## src/rtl/spec_trk_pkg.sv

```systemverilog
package spec_trk_pkg;
  parameter int unsigned DEF_LINES      = 8;
  parameter int unsigned DEF_LINE_BYTES = 16;
  parameter int unsigned DEF_RANK_W     = 2;

  // Relative age of a snooped writer versus the local thread.
  typedef enum logic [1:0] {
    WR_SAME    = 2'd0,
    WR_OLDER   = 2'd1,
    WR_YOUNGER = 2'd2
  } writer_age_e;

  function automatic writer_age_e classify_writer(input logic [7:0] writer, input logic [7:0] self);
    if (writer < self)      return WR_OLDER;
    else if (writer > self) return WR_YOUNGER;
    else                    return WR_SAME;
  endfunction
endpackage

```

## src/rtl/spec_line_state.sv

```systemverilog
module spec_line_state #(
  parameter int unsigned NB = 16
) (
  input  logic          clk,
  input  logic          rst_n,
  input  logic          done_i,
  input  logic          ld_hit_i,
  input  logic [NB-1:0] ld_mask_i,
  input  logic          st_hit_i,
  input  logic [NB-1:0] st_mask_i,
  input  logic          snp_old_i,
  input  logic          snp_young_i,
  input  logic [NB-1:0] snp_mask_i,
  output logic          valid_o,
  output logic          mod_o,
  output logic          preinv_o,
  output logic [NB-1:0] rd_o,
  output logic [NB-1:0] wr_o,
  output logic          conflict_o
);
  logic          valid_q, mod_q, preinv_q;
  logic [NB-1:0] rd_q, wr_q;
  logic [NB-1:0] rd_new;

  // Bytes already written locally are private copies: no dependency.
  assign rd_new     = ld_hit_i ? (ld_mask_i & ~wr_q) : '0;
  assign conflict_o = snp_old_i && ((snp_mask_i & rd_q & ~wr_q) != '0);

  always_ff @(posedge clk or negedge rst_n) begin
    if (!rst_n) begin
      valid_q  <= 1'b0;
      mod_q    <= 1'b0;
      preinv_q <= 1'b0;
      rd_q     <= '0;
      wr_q     <= '0;
    end else if (done_i) begin
      if (preinv_q) valid_q <= 1'b0;
      mod_q    <= 1'b0;
      preinv_q <= 1'b0;
      rd_q     <= '0;
      wr_q     <= '0;
    end else begin
      rd_q <= rd_q | rd_new;
      if (st_hit_i) begin
        wr_q  <= wr_q | st_mask_i;
        mod_q <= 1'b1;
      end
      if (ld_hit_i || st_hit_i) valid_q <= 1'b1;
      if (snp_young_i && valid_q) preinv_q <= 1'b1;
    end
  end

  assign valid_o  = valid_q;
  assign mod_o    = mod_q;
  assign preinv_o = preinv_q;
  assign rd_o     = rd_q;
  assign wr_o     = wr_q;

  // a newly set read bit never lands on a byte that was already written
  a_r4_no_dep_on_own_write: assert property (@(posedge clk) disable iff (!rst_n)
    !done_i |=> ((rd_q & ~$past(rd_q) & $past(wr_q)) == '0));
  // done leaves the line free of speculation state
  a_r7_done_clears: assert property (@(posedge clk) disable iff (!rst_n)
    done_i |=> (rd_q == '0 && wr_q == '0 && !mod_q && !preinv_q));
  // pre-invalidate persists until done
  a_r5_preinv_holds: assert property (@(posedge clk) disable iff (!rst_n)
    (preinv_q && !done_i) |=> preinv_q);
endmodule

```

## src/rtl/spec_viol_unit.sv

```systemverilog
module spec_viol_unit #(
  parameter int unsigned N = 8
) (
  input  logic         clk,
  input  logic         rst_n,
  input  logic         done_i,
  input  logic [N-1:0] conflict_i,
  output logic         violation_o
);
  logic viol_q;

  always_ff @(posedge clk or negedge rst_n) begin
    if (!rst_n)           viol_q <= 1'b0;
    else if (done_i)      viol_q <= 1'b0;
    else if (|conflict_i) viol_q <= 1'b1;
  end

  assign violation_o = viol_q;

  // flag is sticky until the thread finishes
  a_r6_sticky: assert property (@(posedge clk) disable iff (!rst_n)
    (viol_q && !done_i) |=> viol_q);
  // any conflicting older write raises the flag
  a_r6_raise: assert property (@(posedge clk) disable iff (!rst_n)
    ((|conflict_i) && !done_i) |=> viol_q);
  // done clears the flag
  a_r7_done_clears_flag: assert property (@(posedge clk) disable iff (!rst_n)
    done_i |=> !viol_q);
endmodule

```

## src/rtl/spec_wt_port.sv

```systemverilog
module spec_wt_port #(
  parameter int unsigned IW = 3,
  parameter int unsigned NB = 16
) (
  input  logic          st_valid_i,
  output logic          st_ready_o,
  input  logic [IW-1:0] st_line_i,
  input  logic [NB-1:0] st_mask_i,
  output logic          wt_valid_o,
  input  logic          wt_ready_i,
  output logic [IW-1:0] wt_line_o,
  output logic [NB-1:0] wt_mask_o,
  output logic          accept_o
);
  // Write-through: every store is forwarded, back-pressure flows straight back.
  assign wt_valid_o = st_valid_i;
  assign wt_line_o  = st_line_i;
  assign wt_mask_o  = st_mask_i;
  assign st_ready_o = wt_ready_i;
  assign accept_o   = st_valid_i && wt_ready_i;
endmodule

```

## src/rtl/spec_dep_tracker.sv

```systemverilog
module spec_dep_tracker
  import spec_trk_pkg::*;
#(
  parameter int unsigned LINES      = DEF_LINES,
  parameter int unsigned LINE_BYTES = DEF_LINE_BYTES,
  parameter int unsigned RANK_W     = DEF_RANK_W,
  localparam int unsigned IW        = (LINES > 1) ? $clog2(LINES) : 1,
  localparam int unsigned TOTAL_B   = LINES * LINE_BYTES
) (
  input  logic                  clk,
  input  logic                  rst_n,
  input  logic [RANK_W-1:0]     my_rank,
  input  logic                  ld_valid,
  input  logic [IW-1:0]         ld_line,
  input  logic [LINE_BYTES-1:0] ld_mask,
  input  logic                  st_valid,
  output logic                  st_ready,
  input  logic [IW-1:0]         st_line,
  input  logic [LINE_BYTES-1:0] st_mask,
  output logic                  wt_valid,
  input  logic                  wt_ready,
  output logic [IW-1:0]         wt_line,
  output logic [LINE_BYTES-1:0] wt_mask,
  input  logic                  snp_valid,
  input  logic [RANK_W-1:0]     snp_rank,
  input  logic [IW-1:0]         snp_line,
  input  logic [LINE_BYTES-1:0] snp_mask,
  input  logic                  done,
  output logic                  violation,
  output logic [LINES-1:0]      line_valid,
  output logic [LINES-1:0]      line_mod,
  output logic [LINES-1:0]      line_preinv,
  output logic [TOTAL_B-1:0]    rd_bits,
  output logic [TOTAL_B-1:0]    wr_bits
);
  logic             st_accept;
  logic             snp_is_old, snp_is_young;
  logic [LINES-1:0] conflict;
  writer_age_e      age;

  spec_wt_port #(.IW(IW), .NB(LINE_BYTES)) u_wt (
    .st_valid_i (st_valid),
    .st_ready_o (st_ready),
    .st_line_i  (st_line),
    .st_mask_i  (st_mask),
    .wt_valid_o (wt_valid),
    .wt_ready_i (wt_ready),
    .wt_line_o  (wt_line),
    .wt_mask_o  (wt_mask),
    .accept_o   (st_accept)
  );

  always_comb begin
    age          = classify_writer(8'(snp_rank), 8'(my_rank));
    snp_is_old   = snp_valid && (age == WR_OLDER);
    snp_is_young = snp_valid && (age == WR_YOUNGER);
  end

  for (genvar i = 0; i < LINES; i++) begin : g_line
    logic ld_sel, st_sel, sn_sel;
    assign ld_sel = ld_valid  && (ld_line  == IW'(i));
    assign st_sel = st_accept && (st_line  == IW'(i));
    assign sn_sel = (snp_line == IW'(i));

    spec_line_state #(.NB(LINE_BYTES)) u_line (
      .clk         (clk),
      .rst_n       (rst_n),
      .done_i      (done),
      .ld_hit_i    (ld_sel),
      .ld_mask_i   (ld_mask),
      .st_hit_i    (st_sel),
      .st_mask_i   (st_mask),
      .snp_old_i   (snp_is_old && sn_sel),
      .snp_young_i (snp_is_young && sn_sel),
      .snp_mask_i  (snp_mask),
      .valid_o     (line_valid[i]),
      .mod_o       (line_mod[i]),
      .preinv_o    (line_preinv[i]),
      .rd_o        (rd_bits[i*LINE_BYTES +: LINE_BYTES]),
      .wr_o        (wr_bits[i*LINE_BYTES +: LINE_BYTES]),
      .conflict_o  (conflict[i])
    );
  end

  spec_viol_unit #(.N(LINES)) u_viol (
    .clk         (clk),
    .rst_n       (rst_n),
    .done_i      (done),
    .conflict_i  (conflict),
    .violation_o (violation)
  );

  // a stalled store leaves the write bits untouched
  a_r3_stalled_store_inert: assert property (@(posedge clk) disable iff (!rst_n)
    (!(st_valid && wt_ready) && !done) |=> ($past(wr_bits) == wr_bits));
  // own-rank snoop never raises the flag by itself
  a_r9_same_rank_quiet: assert property (@(posedge clk) disable iff (!rst_n)
    (!violation && snp_valid && snp_rank == my_rank && !done) |=> !violation);
endmodule

```

## config.mk

```make
export PLATFORM = sky130hd
export DESIGN_NAME = spec_dep_tracker
export DESIGN_NICKNAME = d
export VERILOG_FILES = /design/src/rtl/spec_trk_pkg.sv /design/src/rtl/spec_line_state.sv /design/src/rtl/spec_viol_unit.sv /design/src/rtl/spec_wt_port.sv /design/src/rtl/spec_dep_tracker.sv
export SDC_FILE = /design/constraint.sdc
export NUM_CORES = 1
export LEC_CHECK = 0
export BUFFER_PORTS_ARGS = -buffer_cell sky130_fd_sc_hd__buf_2
export CORE_MARGIN = 2
export CORE_UTILIZATION = 35
export DETAILED_ROUTE_END_ITERATION = 10
export PLACE_DENSITY = 0.63
export SLEW_MARGIN = 0
export SYNTH_ARGS = -nofsm -noshare
export SYNTH_HDL_FRONTEND = slang
export SYNTH_SLANG_ARGS = --single-unit
```

## constraint.sdc

```tcl
create_clock -name clk -period 1.6 [get_ports clk]
set_clock_uncertainty 0.15 [all_clocks]
set_input_delay 0.24 -clock clk [delete_from_list [all_inputs] [get_ports clk]]
set_output_delay 0.24 -clock clk [all_outputs]
set_load 0.01 [all_outputs]
```

Word-level counts from Yosys, hierarchy flattened
Index checks and enable logic that the tools add are counted.
Storage, ports and cells
  ROM bits: 0
  logic and storage cells: 318
  input bits: 68
  flip-flop bits (word level): 281
  memories: 0
  output and inout bits: 302
  latch bits: 0
  RAM bits: 0
Cells by class
  div/mod/pow operators: 0
  multiply operators: 0
  reduce and logical (&&, ||, !) cells: 104
  shift operators: 0
  eq/ne operators: 31
  add/sub/neg operators: 0
  magnitude comparators: 2
  bitwise operators: 48
  muxes and demuxes: 92
Operators with widths (number)
  $mux W16: 32
  $and A16 B16 Y16: 24
  $or A16 B16 Y16: 16
  $not A16 Y16: 8
  $reduce_bool A16 Y1: 8
  $mux W1: 58
  $logic_and A1 B1 Y1: 51
  $reduce_bool A2 Y1: 25
  $eq A3 B3 Y1 const B: 12
  $eq A3 B2 Y1 const B: 6
  $ne A2 B1 Y1 const B: 8
  $reduce_and A2 Y1: 8
  $eq A3 B1 Y1 const B: 3
  $logic_not A3 Y1: 3
  $logic_or A1 B1 Y1: 8
  $reduce_or A8 Y1: 1
  $mux W2: 2
  $eq A2 B1 Y1 const B: 1
  $eq A2 B2 Y1 const B: 1
  $gt A2 B2 Y1: 1
  $lt A2 B2 Y1: 1

Logic depth before layout (Yosys ltp)
  depth after elaboration: 10
  mapped depth: 8
  depth with buffers taken out: 8

Modules after synthesis
A second synthesis with hierarchy kept.
Unflattened totals
  cell total of the unflattened synthesis: 1326
  area, all modules: 12107.9 µm²
Modules (own cells, without submodules)
  spec_line_state: instances 8, area an instance 1430.1 µm², cells an instance 155, seq. area each 875.8 µm²
  spec_dep_tracker: instances 1, area an instance 456.7 µm², cells an instance 59, seq. area each 0.0 µm²
  spec_wt_port: instances 1, area an instance 163.9 µm², cells an instance 22, seq. area each 0.0 µm²
  spec_viol_unit: instances 1, area an instance 46.3 µm², cells an instance 5, seq. area each 25.0 µm²

Least setup slack after synthesis
OpenSTA, ideal clock, no wires.
  path kind: flip-flop to flip-flop
  start: register g_line[4].u_line.rd_q[10]
  end: register u_viol.viol_q, in the netlist u_viol.violation_o
  setup time: 0.136 ns
  data required time: 1.314 ns
  cell stages (with the launch flop): 8
  data arrival time: 1.302 ns
  clock period less this slack: 1.588 ns
  setup slack: 0.012 ns
  buffers on the path: 0
  path through: dfrtp_1 -> nand2_2 -> o22ai_1 -> nor4_1 -> nand3_2 -> a41oi_1 -> or3_1 -> a21oi_1
On the way
  cells in the longest elaborated chain, start to end: 6
RTL lines
  start: declaration: RTL line spec_line_state.sv:22  | logic [NB-1:0] rd_q, wr_q;
  start signal: assignment: RTL line spec_line_state.sv:43  | rd_q <= rd_q | rd_new;
  $and A16 B16 Y16 (2 in series): RTL line spec_line_state.sv:27  | assign conflict_o = snp_old_i && ((snp_mask_i & rd_q & ~wr_q) != '0);
  $reduce_bool A16 Y1: RTL line spec_line_state.sv:27
  $logic_and A1 B1 Y1: RTL line spec_line_state.sv:27
  $reduce_or A8 Y1: RTL line spec_viol_unit.sv:15  | else if (|conflict_i) viol_q <= 1'b1;
  $reduce_bool A2 Y1 (no line)
  end signal: assignment: RTL line spec_viol_unit.sv:13  | if (!rst_n) viol_q <= 1'b0;
  end signal: assignment: RTL line spec_viol_unit.sv:14  | else if (done_i) viol_q <= 1'b0;
  end signal: assignment: RTL line spec_viol_unit.sv:15
  end: declaration: RTL line spec_viol_unit.sv:10  | logic viol_q;
Every way passes these cells.
A chain may end at the register's enable or synchronous reset.

Worst setup path in the final report
  start: register g_line[6].u_line.rd_q[5]
  end: register u_viol.viol_q, in the netlist u_viol.violation_o
On the way
  cells in the longest elaborated chain, start to end: 6
RTL lines (RTL line)
  start: declaration: spec_line_state.sv:22
  start signal: assignment: spec_line_state.sv:43
  $and A16 B16 Y16 (2 in series): spec_line_state.sv:27
  $reduce_bool A16 Y1: spec_line_state.sv:27
  $logic_and A1 B1 Y1: spec_line_state.sv:27
  $reduce_or A8 Y1: spec_viol_unit.sv:15
  $reduce_bool A2 Y1 (no line)
Every way passes these cells.

==> results.md <==
* Worst hold start: st_mask[1]
* Layout cells sized above 1 at 0.426
* Violated checks: negative setup slack
* Root Buffer: clkbuf_16
* Nets@finish at roughly 2,200
* GRT Resource Usage Total at 0.349
* R2R depth at 7
* Clock share of power at 0.430
* DR pass1 iterations at 5
* Die Span Y at around 190 um
* Starting DRT DRC Count at 1,506
* Largest family of logic cells by synthesized area: compound AO/OA/AOI/OAI gates
* Mapped Area at 12,300 sq um
* I/O pin total at 370
* RR Endpoint: u_viol.violation_o
* Fmax at approximately 530 MHz
* Hold Crit Depth at 3
* Place WS at -502 ps
* Synthesized net count at ~1,500
* Fin. Hold Viols at 0
* Die Span X at 192 um
* Nature of the critical path endpoint: flop
* Synth Area in Compound Gates at 0.162
* Sw power at 4.52 mW
* Worst-skew pair later-pin latency at 580 ps
* TritonCTS buffer count at 31
* # H-tree levels at 1
* Total Power at between 15 and 20 mW
* Final core utilization at 0.627
* Post-synthesis sequential area ratio at 0.570
* GRT met2 Usage at 0.537
* Static leakage at roughly 11 nW
* Number of global-route vias before repair at about 14,000
* Mux share of post-synthesis cell area at 0
* Row cnt at 68
* Max IR drop VDD at 0.864 mV
* Vias per cell at 5.49
* Total number of vias at between 10,000 and 15,000
* Die area at about 37,000 sq um
* Synth Area in Adders at 0.00203
* Grt ovf at 0
* Yosys reg bits at approximately 280
* Flop pwr share at 0.433
* Final wirelength at about 66,000 um
* Largest net degree at the start of global routing at 71
* Combinational power share at 0.137
* Setup violators final at 96
* Final std cells w/o fill at 2,604
* Relative slew margins at 0.611
* RD Place Congestion at 0.902
* CP Launch Point: g_line[6].u_line.rd_o[5]
* Met1 Track Usage GR at 0.476
* Initial antenna violation count at 1
* Setup crit end: u_viol.violation_o
* Syn_area_per_cell at 8.93 sq um
* Clock-pin slew on the worst setup and hold paths at 60 ps
* Critical R2R Launch: g_line[6].u_line.rd_o[5]
* GR peak layer: met2
* Setup crit start kind: flop
* MaxCap Viol Count at 0
* Post-DP HPWL at 43,200 um
* Post-synthesis simple-gate area fraction at 0.160
* Number of remaining DRC errors at 0
* Final ANT Viol Nets at 0
* Crit path max fanout at 2
* GR Util met3 at 0.0747
* Arr. time, crit path at 2170 ps
* Sw Share at 0.266
* Power Internal at 12.5 mW
* Worst Tran Pin Value at 581 ps
* Ys Warns at 0
* Global-route wire length before repair at 92,400 um
* Critical path class: reg2reg
* Min cycle time layout at 1890 ps
* Sink Count at roughly 280
* Max Slew Vio Count at 0
* WL/cell at 25.3 um
* CTS tree: done
* Post-synthesis cell count at 1,383
* Synth unique cells at 29
* IO buf count at 369
* Core Box Area at approximately 35,000 sq um
* Post-route worst setup slack at -288 ps
* CP required at between 1500 and 2000 ps
* Power density over the cells at 781 nW/um^2
* Min-delay worst type: in2reg
* Initial core utilization at 0.357
* Layout area overhead at 76.0%
* Xor and xnor fraction of the mapped netlist area at 0
* Longest Clk Path Bufs at 3
* Worst R2R Setup Slack at -290 ps
* Cell count after placement at ~2,400
* RSZ-0062 raised after global routing: true
* Outcome: finished, violations left
* Post-route clock period utilization at 1.18
==> placed cells by master (no fill, tap or decap), types with 7 or more instances in the layout <==
cell type,Yosys,final
a21oi_1,139,139
a31oi_1,140,140
buf_12,0,37
buf_2,33,112
buf_4,60,177
buf_6,3,506
clkbuf_16,0,32
clkbuf_8,0,10
dfrtp_1,281,279
dlygate4sd3_1,0,14
inv_1,132,132
nand2_1,132,132
nand2b_1,13,13
nor2_1,286,286
nor2_2,10,10
nor3_1,12,12
nor4_1,12,7
o22ai_1,58,57
==> layer usage <==
metal / share of wire / vias up / wire length, um
met4: 0.054 / 0 / 3530
met3: 0.12 / 169 / 7630
met1: 0.38 / 7057 / 25300
li1: - / 6058 / -
met2: 0.45 / 1000 / 29400
met5: 0 / - / 0
==> metrics by stage <==
stage | hold WS, ps | setup TNS [ps] | instance area [sq um]
6_report | 16.2 | -1430 | 21700
5_1_grt | 11.9 | -5500 | 21700
4_1_cts | -147 | -1760 | 21200
3_5_place_dp | -32.5 | -1910 | 17000
3_3_place_gp | -24.5 | -1690 | 17000
2_1_floorplan | -206 | 0 | 12300
==> cell usage after synthesis, drive strengths merged <==
master,count,area [sq um]
o22ai,60,388
ha,2,25.0
buf,96,649
nand3b,2,15.0
nand2b,13,81.3
clkbuf,45,169
inv,132,495
a41oi,1,8.76
nor4,12,75.1
a21oi,139,696
and2,1,6.26
dfrtp,281,7030
nor2b,2,12.5
nand3,5,35.0
a22o,1,8.76
a31oi,140,876
nor3,16,100
nor2,296,1140
o21ai,4,20.0
nand2,133,502
a221oi,1,8.76
or3,1,6.26
==> layout make-up <==
cell class                 count  area [sq um]
antenna                        1          2.50
clock buffer                  45           918
clock inverter                10           108
fill                        2828         12900
inverter                     132           495
multi-input combinational    829          4050
sequential                   281          7030
tap                          455           569
timing repair buffer         851          8550
==> cell families after synthesis <==
logic type                 count (synthesis)
and+or+nand+nor                          481
AOI/OAI and AO/OA                        346
DFF                                      281
buffers and inverters                    273
adders and majority gates                  2
==> worst min path at each step <==
stage / endpoint
after floorplan: g_line[0].u_line.mod_o
after global placement: g_line[3].u_line.mod_o
after detailed placement: g_line[3].u_line.mod_o
after CTS: g_line[2].u_line.wr_o[3]
after global routing: g_line[6].u_line.wr_o[1]
final: g_line[3].u_line.wr_o[1]
==> power groups by stage <==
stage | sequential, mW | clock [mW] | combinational (mW)
3_5_place_dp | 7.45 | 0 | 1.93
3_3_place_gp | 7.45 | 0 | 1.91
5_1_grt | 7.36 | 7.64 | 2.43
2_1_floorplan | 7.51 | 0 | 0.669
4_1_cts | 7.34 | 7.29 | 2.22
6_report | 7.35 | 7.30 | 2.33
==> worst max-delay path, stage by stage, from the launching register on <==
cell	delay (ps)
dfrtp_1	420
nand2_1	80
o22ai_1	100
nor4_1	350
nand3_1	190
a41oi_2	260
or3_1	140
a21oi_1	60
==> what timing repair did <==
item	CTS	global route
cloned	0	1
setup endpoints to repair	252	361
gates resized for setup	509	106
pin swaps	6	1
hold buffers	13	1
setup buffers	90	100
hold endpoints to repair	321	15
==> state kept, by name, summed over array words and instances (netlist names) <==
name and count:
g_line.u_line.rd_o 128, g_line.u_line.wr_o 128, g_line.u_line.mod_o 8, g_line.u_line.preinv_o 8, g_line.u_line.valid_o 8, u_viol.violation_o 1
Power figures use the tool's default switching activity.
